File: src/rtl/rq_pkg.sv
// Package: shared types for the bias/requantize datapath.
// Assumes nothing beyond IEEE 1800-2017.
package rq_pkg;
    // Selects the nonlinearity applied while narrowing the sum.
    typedef enum logic {
        ACT_RELU  = 1'b0,
        ACT_RELU6 = 1'b1
    } act_kind_e;
endpackage

File: src/rtl/rq_bias_add.sv
// Module: rq_bias_add
// Adds a build-time signed bias to one accumulator word at full width.
// The result wraps modulo 2^ACC_W. Assumes BIAS fits in ACC_W bits.
module rq_bias_add #(
    parameter int                  ACC_W = 32,
    parameter logic [ACC_W-1:0]    BIAS  = '0
) (
    input  logic [ACC_W-1:0] acc_i,
    output logic [ACC_W-1:0] sum_o
);
    localparam logic [ACC_W-1:0] MAG = BIAS[ACC_W-1] ? (~BIAS + 1'b1) : BIAS;

    generate
        if (BIAS == '0) begin : g_zero
            // Zero bias: pass the accumulator straight through.
            assign sum_o = acc_i;
        end else if (BIAS[ACC_W-1]) begin : g_neg
            // Negative bias: subtract its magnitude.
            assign sum_o = acc_i - MAG;
        end else begin : g_pos
            // Positive bias: add it.
            assign sum_o = acc_i + MAG;
        end
    endgenerate
endmodule

File: src/rtl/rq_relu_slice.sv
// Module: rq_relu_slice
// Rectifies a sum and narrows it to ACT_W bits. The low ACT_W-1 bits are
// taken from position WFRAC upward, with the sum's sign bit placed on top.
// Higher bits are dropped (wrap). Assumes WFRAC + ACT_W - 1 <= ACC_W - 1.
module rq_relu_slice #(
    parameter int ACC_W = 32,
    parameter int ACT_W = 8,
    parameter int WFRAC = 8
) (
    input  logic [ACC_W-1:0] sum_i,
    output logic             neg_o,
    output logic [ACT_W-1:0] act_o
);
    localparam int LO = WFRAC;
    localparam int HI = WFRAC + ACT_W - 2;

    logic unused_sum_bits;

    // Bits outside the slice and the sign bit carry no meaning here.
    assign unused_sum_bits = ^sum_i;

    // Sign test on the full-width sum.
    assign neg_o = sum_i[ACC_W-1];

    // Zero on negative, else sign bit over the positioned slice.
    always_comb begin
        if (neg_o) act_o = '0;
        else       act_o = {sum_i[ACC_W-1], sum_i[HI:LO]};
    end
endmodule

File: src/rtl/rq_clamp6.sv
// Module: rq_clamp6
// Replaces a rectified value by the integer 6 when the unscaled sum is
// non-negative and at least 6. Assumes ACT_W >= 4, so that 6 fits.
module rq_clamp6 #(
    parameter int ACC_W = 32,
    parameter int ACT_W = 8
) (
    input  logic [ACC_W-1:0] sum_i,
    input  logic             neg_i,
    input  logic [ACT_W-1:0] slice_i,
    output logic [ACT_W-1:0] act_o
);
    localparam logic [ACC_W-1:0] SIX_W = ACC_W'(6);
    localparam logic [ACT_W-1:0] SIX_A = ACT_W'(6);

    // Limit: compare the raw non-negative sum against 6.
    always_comb begin
        if (!neg_i && (sum_i >= SIX_W)) act_o = SIX_A;
        else                            act_o = slice_i;
    end
endmodule

File: src/rtl/rq_lane.sv
// Module: rq_lane
// One channel: bias add, rectify and slice, then an optional limit at 6.
// ACT_KIND selects the variant at build time.
module rq_lane
    import rq_pkg::*;
#(
    parameter int               ACC_W    = 32,
    parameter int               ACT_W    = 8,
    parameter int               WFRAC    = 8,
    parameter act_kind_e        ACT_KIND = ACT_RELU6,
    parameter logic [ACC_W-1:0] BIAS     = '0
) (
    input  logic [ACC_W-1:0] acc_i,
    output logic [ACC_W-1:0] sum_o,
    output logic [ACT_W-1:0] act_o
);
    logic             neg;
    logic [ACT_W-1:0] sliced;

    rq_bias_add #(.ACC_W(ACC_W), .BIAS(BIAS)) u_add (
        .acc_i (acc_i),
        .sum_o (sum_o)
    );

    rq_relu_slice #(.ACC_W(ACC_W), .ACT_W(ACT_W), .WFRAC(WFRAC)) u_slice (
        .sum_i (sum_o),
        .neg_o (neg),
        .act_o (sliced)
    );

    generate
        if (ACT_KIND == ACT_RELU6) begin : g_lim
            // Limited rectifier: route through the clamp.
            rq_clamp6 #(.ACC_W(ACC_W), .ACT_W(ACT_W)) u_clamp (
                .sum_i   (sum_o),
                .neg_i   (neg),
                .slice_i (sliced),
                .act_o   (act_o)
            );
        end else begin : g_plain
            // Plain rectifier: the slice is the result.
            assign act_o = sliced;
        end
    endgenerate
endmodule

File: src/rtl/rq_bias_relu6.sv
// Module: rq_bias_relu6 (top)
// NCH independent lanes that each add a bias and requantize with a
// rectifier. Purely combinational. BIAS_TABLE packs one ACC_W word per
// channel, with channel 0 in the low bits.
module rq_bias_relu6
    import rq_pkg::*;
#(
    parameter int                      NCH        = 4,
    parameter int                      ACC_W      = 32,
    parameter int                      ACT_W      = 8,
    parameter int                      WFRAC      = 8,
    parameter act_kind_e               ACT_KIND   = ACT_RELU6,
    parameter logic [NCH*ACC_W-1:0]    BIAS_TABLE = '0
) (
    input  logic [NCH*ACC_W-1:0] acc_i,
    output logic [NCH*ACT_W-1:0] act_o
);
    localparam int SUM_BITS = NCH * ACC_W;

    logic [SUM_BITS-1:0] lane_sum;

    // One lane per channel, each with its own bias word.
    generate
        for (genvar k = 0; k < NCH; k++) begin : g_ch
            rq_lane #(
                .ACC_W    (ACC_W),
                .ACT_W    (ACT_W),
                .WFRAC    (WFRAC),
                .ACT_KIND (ACT_KIND),
                .BIAS     (BIAS_TABLE[k*ACC_W +: ACC_W])
            ) u_lane (
                .acc_i (acc_i[k*ACC_W +: ACC_W]),
                .sum_o (lane_sum[k*ACC_W +: ACC_W]),
                .act_o (act_o[k*ACT_W +: ACT_W])
            );
        end
    endgenerate
endmodule

File: config.mk
export PLATFORM = sky130hd
export DESIGN_NAME = rq_bias_relu6
export DESIGN_NICKNAME = d
export VERILOG_FILES = /design/src/rtl/rq_pkg.sv /design/src/rtl/rq_bias_add.sv /design/src/rtl/rq_relu_slice.sv /design/src/rtl/rq_clamp6.sv /design/src/rtl/rq_lane.sv /design/src/rtl/rq_bias_relu6.sv
export SDC_FILE = /design/constraint.sdc
export NUM_CORES = 1
export LEC_CHECK = 0
export BUFFER_PORTS_ARGS = -buffer_cell sky130_fd_sc_hd__buf_4
export CAP_MARGIN = 20
export CORE_AREA = 2 2 61 63
export DETAILED_ROUTE_END_ITERATION = 10
export DIE_AREA = 0 0 63 65
export GPL_TIMING_DRIVEN = 0
export PLACE_DENSITY = 0.69
export SLEW_MARGIN = 0
export SYNTH_ARGS = -nofsm -noshare
export SYNTH_HDL_FRONTEND = slang
export SYNTH_SLANG_ARGS = --single-unit
File: constraint.sdc
create_clock -name vclk -period 2
set_clock_uncertainty 0.2 [all_clocks]
set_input_delay 0.2 -clock vclk [all_inputs]
set_output_delay 0.2 -clock vclk [all_outputs]
set_load 0.05 [all_outputs]
=== Yosys cells after proc, flatten, opt, wreduce, memory -nomap -nowiden ===
Index checks and enable logic that the tools add are counted.

* Reduce and logical (&&, ||, !) cells: 8
* $lt $le $gt $ge: 4
* Mux-type cells: 8

{| class="wikitable"
|+ Operator list
! cell !! number
|-
| greater-or-equal comparator 32 x 3 -> 1 bit, second input constant || 4
|-
| 2-to-1 mux 8 bit || 4
|-
| 2-to-1 mux 7 bit || 4
|-
| logical AND 1 bit || 4
|-
| logical NOT 1 bit || 4
|}

* Output and inout bits: 32
* Bits of input ports: 128
* Bits in registers: 0

=== Longest topological paths before layout ===
Gate-level depths: netlist (run 1).

* Word-level depth: 3
* Depth in mapped cells: 3

=== Cells and area by module ===
A second synthesis (run 1) with hierarchy kept.

* Cell total of the unflattened synthesis: 244
* Area total of the unflattened synthesis: 1781.7 µm²

{| class="wikitable"
|+ By module, submodules not included
! module !! times used !! cells an instance !! area each (µm²) !! sequential area each (µm²)
|-
| rq_bias_add || 4 || 32 || 240.2 || 0.0
|-
| rq_clamp6 || 4 || 19 || 142.6 || 0.0
|-
| rq_relu_slice || 4 || 10 || 62.6 || 0.0
|}

=== Worst setup path before layout (run 1) ===
OpenSTA, ideal clock, no wires.

* Kind: input-to-output
* Start: input port acc_i[55]
* End: output port act_o[10]
* Stages: 3
* Path slack: -0.016 ns
* Arrival: 1.616 ns
* Data required time: 1.600 ns
* Cells stage by stage: or4_4 -> a2111oi_4 -> a41oi_1

* Cells in the longest elaborated chain, start to end: 3

{| class="wikitable"
|+ RTL lines
! item !! RTL line !! RTL
|-
| start, declared || rq_bias_relu6.sv:15 || <nowiki>input logic [NCH*ACC_W-1:0] acc_i,</nowiki>
|-
| greater-or-equal comparator 32 x 3 -> 1 bit || rq_clamp6.sv:18 || <nowiki>if (!neg_i && (sum_i >= SIX_W)) act_o = SIX_A;</nowiki>
|-
| logical AND 1 bit || rq_clamp6.sv:18 ||
|-
| 2-to-1 mux 8 bit || rq_clamp6.sv:18 ||
|-
| end, declared || rq_bias_relu6.sv:16 || <nowiki>output logic [NCH*ACT_W-1:0] act_o</nowiki>
|}

No other way between the ends.

=== Worst setup path after layout (run 1) ===
* Start: input port acc_i[127]
* End: output port act_o[26]

* Cells in the longest elaborated chain, start to end: 3

{| class="wikitable"
|+ RTL lines
! item !! RTL line
|-
| greater-or-equal comparator 32 x 3 -> 1 bit / logical NOT 1 bit (equally long branches) || rq_clamp6.sv:18
|-
| logical AND 1 bit || rq_clamp6.sv:18
|-
| 2-to-1 mux 8 bit * || rq_clamp6.sv:18
|}

Every way passes the cells marked *; elsewhere a longest branch is shown, timed or not.

==> results.txt, run 1 <==
Max-capacitance violation count: 0. The tightest min-delay check is of the in2out type. After synthesis, the largest family of logic cells by area is simple AND/OR/NAND/NOR gates. Number of DRC markers after the initial detailed-route iteration: 11. Across all setup checks in the final design, the least slack found is 0.108 ns.

Once detailed placement completed, the half-perimeter wirelength came to 2750 um. Setup violations remaining at the end of the flow were counted as 0. The instance count of the mapped netlist was 69; the register area share after synthesis was 0%.

The worst setup path is captured at a primary output. Of the total synthesized cell area, the portion taken by full adders, half adders and majority gates is 0%. The floorplan step defined a die boundary enclosing 4100 um2.

The flow ran to the end, and the final reports show no timing, DRC or antenna violations. The internal portion of the total power is 0.210 mW. The critical path startpoint category is an input port. Ranked by total cell area, the synthesized netlist is headed by buf_4, nor4_1, a2111oi_4.

The final sum of negative setup slack came out at 0 ns. The diode insertion count for antenna repair came out at 0. In this run the static leakage power is 0.897 nW. The final layout contains 354 nets.

The clock period could shrink to 1.89 ns. The count of nets left with antenna violations once routing finished came out at 0. Detailed routing placed a total of 280 um of wire on met3.

At the placement stage, the worst setup path has a slack of -0.0459 ns. After Yosys synthesis, and, or, nand and nor cells account for 38.2% of the synthesized area. The run gives 0 as the yosys synthesis warning count.

The routed design has 2910 um of wire. For the storage element area, the log shows 0 um2. The initial antenna violation count is 0, and the area added between synthesis and finish is 197%.

The fraction of power consumed by combinational cells is 100.0%. For the final hold slack, the log shows 0.474 ns. The tools report the critical path required time as 1.60 ns.

IR analysis of the VDD net gives a maximum drop of 0.145 mV. The data arrival time of the worst path is 1.49 ns, and the number of input and output port buffers inserted is 132. The highest layer touched by signal routing is met3. The run gives 954 as the number of global-route vias before repair.

The tools report the synthesized area as 589 um2. For the wire length of the first global-routing pass, the log shows 4040 um. The logs give 0 for the number of hold-slack violations in the final timing report and 67.1% for the worst-case headroom to the max-slew limit. The largest driver fanout on the critical path was 3; the number of core rows was 22. The tools report the count of pins over their slew limit as 0. For this run, the total global-route usage over all layers was measured as 11.8%.

After synthesis, the netlist uses 8 different library cells. For the routed metal-1 wirelength, the log shows 984 um. The number of hold buffers added after CTS was 0. The number of sequential cells in the layout is 0, and the clock tree buffer count of the final layout is 0.

The power per unit of standard cell area was 230 nW/um2; the number of remaining DRC errors was 0. Dividing the detail-routed via count by the number of cells gives 3.93. The critical path is of the in2out type.

The mux share of post-synthesis cell area came out at 0%. The overall die height is 65 um. The final route contains 1068 vias. For this run, the number of standard cells in the final layout without fillers is 272. The die is 63 um wide. Proportion of layout cells with a drive suffix above 1: 74.6%. Setup repair after global routing could not meet its margin everywhere. Number of placed cells counting well taps: 272. The largest area contributor in the synthesized netlist was buf_4.

For the starting density of the core, the log shows 16.9%. Entering global routing, the biggest net connects 4 pins. The run gives 0% as the share of total power in sequential cells.

Summing the areas of all compound-gate instances in the mapped netlist gives 30.6% of the synthesized area. Portion of synthesized cell area occupied by the leading cell type: 30.6%. After synthesis, the mean cell area works out to 8.54 um2. Part of the cycle the worst path needs: 94.6%.

For the detailed-routing iteration count for the pre-antenna-repair pass, the log shows 4. The logs give 0.712 for the final RePlAce weighted congestion and 1640 um for the amount of wire on met2 after detailed routing. Summed over all nets, the switching power comes to 0.192 mW.

Summed over all layers, the global routing overflow is 0. The standard cell core area is 3500 um2. The portion of total power attributed to the clock network was 0%; the mean routed wirelength per cell was 10.7 um. The slew at the pin with the worst max-slew slack is 0.488 ns, and the highest clock rate is 528 MHz. Number of I/O pins: 160.

In this run switching power makes up 47.8% of total power. Post-synthesis share of cell area spent on xor and xnor gates: 0%.
## final cells by class
| cell class | instances | area (um2) |
|---|---|---|
| Timing Repair Buffer | 132 | 995 |
| Multi-Input combinational cell | 68 | 518 |
| Buffer | 24 | 180 |
| Fill cell | 356 | 1740 |
| Tap cell | 48 | 60.1 |
## critical path, stage by stage
cell and delay [ns]:
buf_4 0.12, or4_4 0.53, a2111oi_4 0.24, a41oi_1 0.17, buf_4 0.23
## power groups by stage
stage	sequential (mW)	clock [mW]	combinational (mW)
2_1_floorplan	0	0	0.187
3_3_place_gp	0	0	0.396
3_5_place_dp	0	0	0.399
4_1_cts	0	0	0.400
5_1_grt	0	0	0.424
6_report	0	0	0.402
## cell families (layout without fill, tap and decap cells)
group / count (synthesis) / after routing
AO/OA/AOI/OAI: 12 / 12
AND/OR/NAND/NOR: 32 / 32
other: 1 / 24
buffers and inverters: 24 / 156
## worst paths after layout
kind | from | to | slack (ns) | cells past startpoint
worst max-delay path | acc_i[127] | act_o[26] | 0.11 | 5
worst min-delay path | acc_i[63] | act_o[9] | 0.47 | 3
## through the flow
step / instance area, um2 / util [%] / total power [mW]
after floorplan: 676 / - / 0.187
after global placement: 1730 / 49.4 / 0.396
after detailed placement: 1730 / 49.4 / 0.399
after CTS: 1730 / 49.4 / 0.400
after global routing: 1750 / 50.1 / 0.424
final: 1750 / 50.1 / 0.402
## routing by layer
| metal | global-route usage, % | up-vias |
|---|---|---|
| li1 | - | 564 |
| met4 | 0 | 0 |
| met2 | 23.3 | 60 |
| met5 | 0 | - |
| met3 | 2.08 | 0 |
| met1 | 14.0 | 444 |
## layout by cell type, fill, tap and decap left out
master     instances
nor3_1             4
buf_6              1
buf_4            155
a2111oi_4          4
conb_1            24
a41oi_1            5
nor4_1            20
and4_1             4
a41oi_2            3
or4_4              4
## synth_stat cells
| cell type | count |
|---|---|
| nor3_1 | 4 |
| buf_4 | 24 |
| a41oi_1 | 8 |
| and4_1 | 4 |
| or4_4 | 4 |
| nor4_1 | 20 |
| a2111oi_4 | 4 |
| conb_1 | 1 |
## repair_timing
item                                    CTS  global route
setup buffers                             0             0
gates resized for setup                   0             4
pin swaps                                 1             3
endpoints found under the setup margin    2             8
cloned                                    0             0
No activity file was read; power rests on OpenSTA's default activity.
==> run 2, diff against run 1 <==
Settings changed: PLACE_DENSITY 0.69 to 0.7, REMOVE_ABC_BUFFERS set to 1.
==> run 2 against run 1 <==
Compared with the run above: via count down 5.7%; total power down 10%; wire length down 6.6%; combinational power down 10%; fmax up 0.30%; sequential share of layout area unchanged; first-iteration DRC count up 9.1%; critical path depth unchanged; setup slack better by 0.0056 ns; clock-buffer cell count unchanged; critical path type unchanged; largest cell class unchanged; largest power group unchanged; highest routed layer unchanged.
==> results.txt, run 2 (synthesized netlist as in run 1, its figures left out) <==
The data arrival time of the worst path came out at 1.49 ns. Measured along the x axis, the die boundary spans 63 um. The initialized floorplan defines 22 standard-cell rows.

Class of the tightest hold or removal check: in2out. Using the TritonRoute via totals, the vias-per-cell ratio works out to 4.06. Setup violations remaining at the end of the flow were counted as 0. The run gives 0 as the number of antenna-violating nets in the routed design. The number of antenna diodes in the final layout is 0. For this block, the routed nets add up to 2720 um of wire. The run finished with clean final reports. Hold repair after CTS inserted 0 buffers. The number of remaining DRC errors was 0.

The run gives 1550 um2 as the post-placement cell area. The storage element area was 0 um2; the die footprint was 4100 um2. The filler cells instantiated in the layout total 355. The standard cell core area was 3500 um2. Before antenna repair, the detailed router went through 4 iterations.

The number of input and output port buffers inserted came out at 132. The largest driver fanout on the critical path came out at 3. In the layout the commonest cells are buf_4, conb_1, nor4_1, a41oi_1.

The die is 65 um tall. The number of global-route vias before repair is 1009. For the finished layout, the period the worst path requires is 1.89 ns. For this run the aggregate overflow at the end of global routing stands at 0. The run gives 248 as the number of placed cells counting well taps. The critical path required time was 1.60 ns; the part of the cycle the worst path needs was 94.3%.

The tool flagged a number of max-cap violations equal to 0. The tools report the number of I/O pins as 160. The tools report the worst setup slack after layout as 0.113 ns. Critical path startpoint category: an input port.

Excluding fillers, the count of instances in the completed layout stands at 248. Number of hold-slack violations in the final timing report: 0. For this run, the top clock speed supported by timing is 530 MHz.

In the final routed layout, each cell accounts on average for 11.0 um. The critical path start-end classification is in2out. Global routing consumed, over all layers together, 12.0% of the routing resources. Most frequent standard cell in the layout excluding fill and tap cells: buf_4.

For this design the static power due to leakage is 0.764 nW. The net count of the finished layout is 330. Entering global routing, the biggest net connects 4 pins. Number of DRC markers after the initial detailed-route iteration: 12.

The congestion estimate from routability-driven global placement came to 0.701. The logs give -0.000285 ns for the worst setup timing slack at the placement stage and 16.9% for the starting density of the core. The proportion of layout cells with a drive suffix above 1 works out to 70.5%.

Clock buffers in the final layout number 0. STA classifies the critical path endpoint as a primary output. The final route contains 1007 vias. In this run the power density over the cells is 232 nW/um2. The tools report the number of sequential cells in the layout as 0. Wire length of the first global-routing pass: 4130 um. The initial antenna violation count is 0.

Setup repair after global routing left no endpoint under its margin. The area added between synthesis and finish was 164%; the detailed placer's ending HPWL was 2620 um. The count of pins over their slew limit was 0. After routing the design area is 1550 um2. IR analysis of the VDD net gives a maximum drop of 0.103 mV.
## run 2: cell count changes in the layout (fill, tap and decap cells not counted)
cell,previous run,this run
buf_4,155,132
buf_6,1,0
a41oi_2,3,1
a41oi_1,5,7
## run 2: cell type report
class	instances	area, um2	share of cell area, %
Multi-Input combinational cell	68	503	32.4
Tap cell	48	60.1	3.86
Timing Repair Buffer	132	991	63.8
## run 2: worst paths after layout
kind | slack (ns) | from | depth (start not counted) | end
min | 0.50 | acc_i[127] | 3 | act_o[26]
max | 0.11 | acc_i[127] | 5 | act_o[25]
## run 2: worst max-delay path, cell delays in order
cell	delay (ns)
buf_4	0.12
or4_4	0.53
a2111oi_4	0.24
a41oi_1	0.16
buf_4	0.23
## run 2: repair_timing
action | 4_1_cts | 5_1_grt
gates resized for setup | 0 | 1
setup endpoints to repair | 1 | 5
buffers inserted | 0 | 0
pin swaps | 1 | 3
## run 2: through the flow
step	TNS [ns]	utilization, %	power, mW	hold WS, ns
2_1_floorplan	-0.128	-	0.150	0.377
3_3_place_gp	0	44.2	0.358	0.508
3_5_place_dp	-0.000285	44.2	0.361	0.506
4_1_cts	0	44.2	0.361	0.508
5_1_grt	0	44.5	0.382	0.512
6_report	0	44.5	0.361	0.505
## run 2: power by group
part / total [mW] / internal [mW] / switching (mW)
Clock: 0 / 0 / 0
Combinational: 0.361 / 0.177 / 0.185
Sequential: 0 / 0 / 0
Total: 0.361 / 0.177 / 0.185
## run 2: per-layer routing
metal,vias to the layer above,routed length (um),track usage [%]
met5,-,0,0
met4,0,0,0.833
met3,0,212,1.39
met2,50,1580,24.3
met1,441,923,13.8
li1,516,-,-
==> run 3, diff against run 2 <==
Settings changed: SETUP_SLACK_MARGIN set to 0.3.
==> run 3 against run 2 <==
Compared with the run above: hold slack gained 0.0054 ns; wire length increased by 5.1%; die area is the same; global-route usage rose by 0.44 points; first-iteration DRC count shrank 17%; fmax rose by 1.1%; combinational power rose by 1%; cell count unchanged.
==> results.txt, run 3 (synthesized netlist as in run 1, its figures left out) <==
Worst setup timing slack at the placement stage: -0.000285 ns. For this design the top-level I/O count stands at 160. Grouping stages by cell kind, the critical path spends the most delay in simple AND/OR/NAND/NOR gates. Detailed-routing iteration count for the pre-antenna-repair pass: 4. For this run, the share of the core covered by cells in the final layout is 44.9%. The worst-case IR drop observed on VDD is 0.103 mV.

The worst hold path belongs to the class in2out. The layout has 0 clock buffers. The switching power as a share of total power was 50.8%.

Across the whole layout, storage elements account for 0 um2. For the wire length reported by the detailed router, the log shows 2860 um. In the routed design, unresolved DRC markers number 0.

The highest clock rate was 536 MHz; the mean routed wirelength per cell was 11.5 um. STA classifies the critical path endpoint as a primary output. Setup violations remaining at the end of the flow were counted as 0. After floorplanning, the core was divided into 22 placement rows. After routing, the total negative slack on setup checks comes to 0 ns. The number of input and output port buffers inserted was 132; the area occupied by multi-input gates was 495 um2. The number of global-route vias before repair is 1054, and the total number of vias is 1018.

The run gives 0% as the portion of total power attributed to the clock network. Of all nets on the critical path, the largest fanout is 2. The tools report the critical path startpoint category as an input port.

The power consumption was 0.366 mW; the maximum number of pins on one net before global-route repair was 4. Setup repair after global routing could not meet its margin everywhere. Buffers added to address setup during post-CTS repair amount to 0. The final-stage net count is 330. After filler insertion, the fill cell instance count of the layout stands at 357. The congestion estimate from routability-driven global placement came to 0.701. The signal on the critical path passes through buf_6, or4_4, a2111oi_4, a41oi_1, buf_4. The count of pins over their slew limit came out at 0. The power per unit of standard cell area is 233 nW/um2. After floorplanning, the core was sized to cover 3500 um2. In this run the remaining antenna-violating nets after routing total 0. Capture endpoint of the worst hold path: act_o[26]. The floorplan step defined a die boundary enclosing 4100 um2.

The repair_antennas step left the layout with diodes totalling 0. For the data arrival time of the worst path, the log shows 1.47 ns. The detail-routed via count per cell was 4.10; the post-placement cell area was 1550 um2. The largest single stage delay on the critical path is 0.54 ns.

For the number of hold-slack violations in the final timing report, the log shows 0. The setup path with the least slack is of type in2out. In this run the most critical hold path is launched from acc_i[127].

The run gives 0% as the share of total power in sequential cells. In the global route stage, overall resource usage came out at 12.4%. Relative to the synthesized area, the layout overhead comes to 166%. The overall die height is 65 um, and the number of sequential cells in the layout is 0. Worst setup slack after layout: 0.135 ns. The flow ran to the end, and the final reports show no timing, DRC or antenna violations.

Combinational logic is responsible for 100.0% of the overall power. The initial antenna violation count is 0. Summed over all nets, the switching power comes to 0.186 mW. The slowest stage of the critical path belongs to the cell or4_4. The worst hold path was traced through 3 stages. In the final layout, the share of cells above drive strength 1 is 70.0%. The most critical setup path has its startpoint at acc_i[53].

The wire length of the first global-routing pass was 4250 um; the critical path required time was 1.60 ns. Leaving out fill and tap cells, the most frequent cells in the layout are buf_4, conb_1, nor4_1, a41oi_1, buf_6. The most frequent standard cell in the layout excluding fill and tap cells is buf_4. The logs give 10 for the number of DRC markers after the initial detailed-route iteration and 1570 um2 for the finished layout cell area. The post-route minimum period came out at 1.87 ns. The internal cell power came out at 0.180 mW. The floorplan step set the die width to 63 um.

Across the run, the number of max-cap violations was 0. The final critical path takes up 93.3% of the cycle. The static leakage is 0.771 nW, and the buffer and inverter count on the worst path is 2.

The detailed placer's ending HPWL is 2620 um, and the remaining global-route overflow is 0. The starting density of the core was 16.9%.
run 3: through the flow:
stage,instances,hold WS (ns)
finish,248,0.510
global placement,248,0.508
floorplan,68,0.377
global route,248,0.516
CTS,248,0.508
detailed placement,248,0.506
run 3: power by group through the flow:
stage	Sequential, mW	Clock (mW)	Combinational [mW]
after floorplan	0	0	0.150
final	0	0	0.366
after global routing	0	0	0.386
after detailed placement	0	0	0.361
after global placement	0	0	0.358
after CTS	0	0	0.365
run 3: layout make-up:
cell class / instances / share of cell area [%]
tap: 48 / 3.83
multi-input combinational: 68 / 31.6
timing repair buffer: 132 / 64.6
run 3: how the worst max path moves through the flow:
stage / end / slack [ns] / cells after the start
4_1_cts: act_o[1] / 0.14 / 5
2_1_floorplan: act_o[10] / -0.02 / 3
6_report: act_o[10] / 0.13 / 5
5_1_grt: act_o[9] / 0.07 / 5
3_3_place_gp: act_o[1] / 0.01 / 5
3_5_place_dp: act_o[1] / -0.0003 / 5
run 3: per-layer routing:
| layer | track usage, % | routed length [um] | share of wire (%) | up-vias |
|---|---|---|---|---|
| li1 | - | - | - | 517 |
| met1 | 13.2 | 926 | 32 | 449 |
| met2 | 26.2 | 1710 | 60 | 52 |
| met3 | 1.56 | 216 | 7.6 | 0 |
| met4 | 1.39 | 0 | 0 | 0 |
| met5 | 0 | 0 | 0 | - |
run 3: timing repair:
| action | CTS | global route |
|---|---|---|
| setup endpoints to repair | 8 | 8 |
| pin swaps | 15 | 0 |
| hold buffers | 0 | 0 |
| resized for setup | 6 | 0 |
